--- src/rtl/alu4_pkg.sv ---
package alu4_pkg;
  typedef enum logic [2:0] {
    OP_AND  = 3'b000,
    OP_XOR  = 3'b001,
    OP_XNOR = 3'b010,
    OP_OR   = 3'b011,
    OP_ADD  = 3'b100,
    OP_SUB  = 3'b101,
    OP_INC  = 3'b110,
    OP_DEC  = 3'b111
  } op_e;

  // operand selector codes
  typedef enum logic [1:0] {
    OPND_B    = 2'd0,
    OPND_NB   = 2'd1,
    OPND_ZERO = 2'd2,
    OPND_ONES = 2'd3
  } opnd_e;
endpackage

--- src/rtl/alu4_fa.sv ---
module alu4_fa (
  input  logic a_i,
  input  logic b_i,
  input  logic c_i,
  output logic s_o,
  output logic c_o
);
  logic p;
  assign p   = a_i ^ b_i;
  assign s_o = p ^ c_i;
  assign c_o = (a_i & b_i) | (a_i & c_i) | (b_i & c_i);
endmodule

--- src/rtl/alu4_opnd_mux.sv ---
module alu4_opnd_mux #(
  parameter int WIDTH = 4
) (
  input  logic [WIDTH-1:0]     b_i,
  input  alu4_pkg::opnd_e      sel_i,
  output logic [WIDTH-1:0]     opnd_o
);
  import alu4_pkg::*;
  for (genvar i = 0; i < WIDTH; i++) begin : g_bit
    always_comb begin
      unique case (sel_i)
        OPND_B:    opnd_o[i] = b_i[i];
        OPND_NB:   opnd_o[i] = ~b_i[i];
        OPND_ZERO: opnd_o[i] = 1'b0;
        default:   opnd_o[i] = 1'b1;
      endcase
    end
  end
endmodule

--- src/rtl/alu4_logic.sv ---
module alu4_logic #(
  parameter int WIDTH = 4
) (
  input  logic [WIDTH-1:0] a_i,
  input  logic [WIDTH-1:0] b_i,
  input  logic [1:0]       fn_i,
  output logic [WIDTH-1:0] y_o
);
  for (genvar i = 0; i < WIDTH; i++) begin : g_bit
    always_comb begin
      unique case (fn_i)
        2'd0:    y_o[i] = a_i[i] & b_i[i];
        2'd1:    y_o[i] = a_i[i] ^ b_i[i];
        2'd2:    y_o[i] = ~(a_i[i] ^ b_i[i]);
        default: y_o[i] = a_i[i] | b_i[i];
      endcase
    end
  end
endmodule

--- src/rtl/alu4_core.sv ---
module alu4_core #(
  parameter int WIDTH = 4
) (
  input  logic [WIDTH-1:0] a_i,
  input  logic [WIDTH-1:0] b_i,
  input  logic [2:0]       op_i,
  output logic [WIDTH-1:0] res_o,
  output logic             cout_o
);
  import alu4_pkg::*;

  opnd_e            opnd_sel;
  logic             cin;
  logic [WIDTH-1:0] opnd;
  logic [WIDTH-1:0] sum;
  logic [WIDTH-1:0] lres;
  logic [WIDTH:0]   carry;

  always_comb begin
    unique case (op_i[1:0])
      2'd0:    opnd_sel = OPND_B;
      2'd1:    opnd_sel = OPND_NB;
      2'd2:    opnd_sel = OPND_ZERO;
      default: opnd_sel = OPND_ONES;
    endcase
  end
  // carry-in set for subtract and increment
  assign cin = op_i[2] & (op_i[1] ^ op_i[0]);

  alu4_opnd_mux #(.WIDTH(WIDTH)) u_opnd (
    .b_i    (b_i),
    .sel_i  (opnd_sel),
    .opnd_o (opnd)
  );

  assign carry[0] = cin;
  for (genvar i = 0; i < WIDTH; i++) begin : g_slice
    alu4_fa u_fa (
      .a_i (a_i[i]),
      .b_i (opnd[i]),
      .c_i (carry[i]),
      .s_o (sum[i]),
      .c_o (carry[i+1])
    );
  end

  alu4_logic #(.WIDTH(WIDTH)) u_logic (
    .a_i  (a_i),
    .b_i  (b_i),
    .fn_i (op_i[1:0]),
    .y_o  (lres)
  );

  for (genvar i = 0; i < WIDTH; i++) begin : g_out
    assign res_o[i] = op_i[2] ? sum[i] : lres[i];
  end
  assign cout_o = op_i[2] & carry[WIDTH];
endmodule

--- config.mk ---
export PLATFORM = sky130hd
export DESIGN_NAME = alu4_core
export DESIGN_NICKNAME = d
export VERILOG_FILES = /design/src/rtl/alu4_pkg.sv /design/src/rtl/alu4_fa.sv /design/src/rtl/alu4_opnd_mux.sv /design/src/rtl/alu4_logic.sv /design/src/rtl/alu4_core.sv
export SDC_FILE = /design/constraint.sdc
export NUM_CORES = 1
export LEC_CHECK = 0
export ABC_AREA = 0
export BUFFER_PORTS_ARGS = -buffer_cell sky130_fd_sc_hd__buf_4
export CAP_MARGIN = 30
export CORE_AREA = 2 2 39 41
export DETAILED_ROUTE_END_ITERATION = 10
export DIE_AREA = 0 0 41 43
export PLACE_DENSITY = 0.66
export SYNTH_ARGS = -nofsm -noshare
export SYNTH_HDL_FRONTEND = slang
export SYNTH_SLANG_ARGS = --single-unit
--- constraint.sdc ---
create_clock -name vclk -period 2.8
set_clock_uncertainty 0.1 [all_clocks]
set_input_delay 0.28 -clock vclk [all_inputs]
set_output_delay 0.28 -clock vclk [all_outputs]
set_load 0.03 [all_outputs]
==> metrics <==
most frequent cell after synthesis ha_1; layout overhead on the synthesized area 54.5%; NumNets Final between 100 and 150; nature of the critical path endpoint output port; CP Launch Type input pin; Antenna Cells 0; Post-DP Area between 700 and 800 um2; largest net degree at the start of global routing 11; vias per inst 5.05; starting DRC count in detailed routing 3; worst hold start op_i[2]; mux contribution to synthesized area between 8 and 9%; share of cells above drive strength 1 between 50% and 60%; hold path depth 4; worst setup margin -0.309 ns; worst vdd ir roughly 0.000090 V; setup violators final 3; count of hold-fix buffers inserted at cts 0; crit-path max FO 2; max-cap viol count 0; RePlAce Congestion 0.739; syn_nets 80; grt ovf 0; Die ar. 1760 um2; Final ANT Viol Nets 0; number of global-route vias before repair ~480; Synth Area in Compound Gates between 20% and 30%; critical path's most frequent cell fa_2; setup_tns -0.455 ns; slowest CP cell fa_2; global-route wire length before repair 1990 um; Non-Filler Instances slightly above 90; Cells after DPL 91; sequential share of the synthesized area 0%; FF+latch area 0 um2; chip width about 41 um; unrepaired setup endpoints after global routing yes; GR Util All Layers 15.6%; max-slew violation count 0; vias 460; failing checks setup timing; dominant cell type by area after synthesis ha_1; core area between 1000 and 1500 um2; Synth Instances between 50 and 60; Slew HR 70.6%; commonest cells in the netlist 12 x ha_1, 11 x inv_1, 6 x nor2b_1; critical path class input pin to output port; PwrDens 215 nW/um2; Leakage between 0.3 and 0.4 nW; worst-margin pin slew between 0.4 and 0.5 ns; Cell Rows 14; Chip Height ~43 um; Yosys cell types 15; Hold Crit Endpoint res_o[3]; post-synthesis cell area about 510 um2; max incr delay on CP around 0.46 ns; post-synthesis simple-gate area fraction 8.66%; number of I/O port buffers 16; initial core utilization 36.5%; Req. time, crit path 2.42 ns; minimum clock period 3.11 ns; Synth area leaders ha_1 30%, fa_1 16%, inv_1 8.2%, nor2b_1 7.4%, a221oi_1 6.9%; final hold violations 0; Initial DRT Pass Iterations 4; initial antenna violation count 0; adder-cell area share of the yosys netlist 45.5%; HPWL after detailed placement 1000 um; Mapped Avg Cell Area about 9.5 um2; Pwr Total roughly 0.17 mW; share of the synthesized area in the top cell type approximately 30%; fin area 781 um2; Hold Path Class input pin to output port; fmax 322 MHz; Syn. warnings 0; final core occ a little under three fifths; run status complete, but fails checks; clkbuf count 0; postcts setup bufs 0; final WL ~1200 um; CP Data Arrival Time around 2.7 ns; Routed WL per cell ~13 um; DRC 0; IO Pins 16; crit path cell chain buf_8 -> clkinvlp_4 -> ha_4 -> nor2b_4 -> a211o_1 -> fa_2 -> inv_2 -> fa_2 -> fa_1 -> fa_2 -> a221oi_4 -> buf_6; final worst-path cycle share 111%; largest family of logic cells by synthesized area adder cells; FF+latch count 0; XOR/XNOR share of the synthesized area 0%
==> power breakdown <==
| group | internal (mW) | switching [mW] | leakage [nW] |
|---|---|---|---|
| clock network | 0 | 0 | 0 |
| registers | 0 | 0 | 0 |
| logic | 0.0828 | 0.0851 | 0.371 |
| total | 0.0828 | 0.0851 | 0.371 |
==> cells in the final DEF, fill, tap and decap left out, drive strengths merged <==
master and count:
ha 12, mux2 3, a21o 1, nor2b 6
a21oi 1, clkinvlp 1, a2111oi 3, a211oi 3
buf 24, fa 4, and2 1, a211o 1
a221oi 4, inv 10, mux2i 1
==> what timing repair did <==
item	4_1_cts	5_1_grt
pin swaps	3	2
resized for setup	7	2
setup endpoints to repair	4	4
hold endpoints to repair	0	0
==> area by class of cell <==
class | count | area [um2]
Tap cell | 16 | 20.0
Fill cell | 139 | 603
Inverter | 11 | 45.0
Multi-Input combinational cell | 40 | 520
Timing Repair Buffer | 24 | 195
==> cell families after synthesis <==
kind of cell	Yosys count
AO/OA/AOI/OAI	13
multiplexers	4
AND/OR/NAND/NOR	7
buffers and inverters	13
adder cells (fa/ha/maj)	16
==> worst max-delay path: cells and delay by family <==
family / cells / cell delay (ns)
adders and majority gates: 5 / 1.37
buffers and inverters: 4 / 0.41
AOI/OAI and AO/OA: 2 / 0.56
and+or+nand+nor: 1 / 0.11
==> through the flow <==
stage	setup slack (ns)	hold WS, ns
after detailed placement	-0.409	0.996
final	-0.309	0.970
after global placement	-0.377	0.986
after CTS	-0.333	0.976
after floorplan	-0.215	0.749
after global routing	-0.396	1.01
==> worst max-delay path by stage <==
| stage | start | endpoint | slack [ns] | depth (start not counted) |
|---|---|---|---|---|
| 2_1_floorplan | op_i[1] | res_o[3] | -0.22 | 9 |
| 3_3_place_gp | op_i[1] | res_o[3] | -0.38 | 11 |
| 3_5_place_dp | op_i[1] | res_o[3] | -0.41 | 11 |
| 4_1_cts | op_i[1] | res_o[3] | -0.33 | 12 |
| 5_1_grt | op_i[1] | res_o[3] | -0.40 | 12 |
| 6_report | op_i[1] | res_o[3] | -0.31 | 12 |
==> metal layers <==
metal | vias to the layer above | part of all wire (%) | track usage, %
met5 | - | 0 | 0
met3 | 0 | 3.1 | 0
met4 | 0 | 0 | 0
li1 | 232 | - | -
met1 | 220 | 44 | 19.4
met2 | 8 | 53 | 29.7
(Power assumes the default switching activity.)
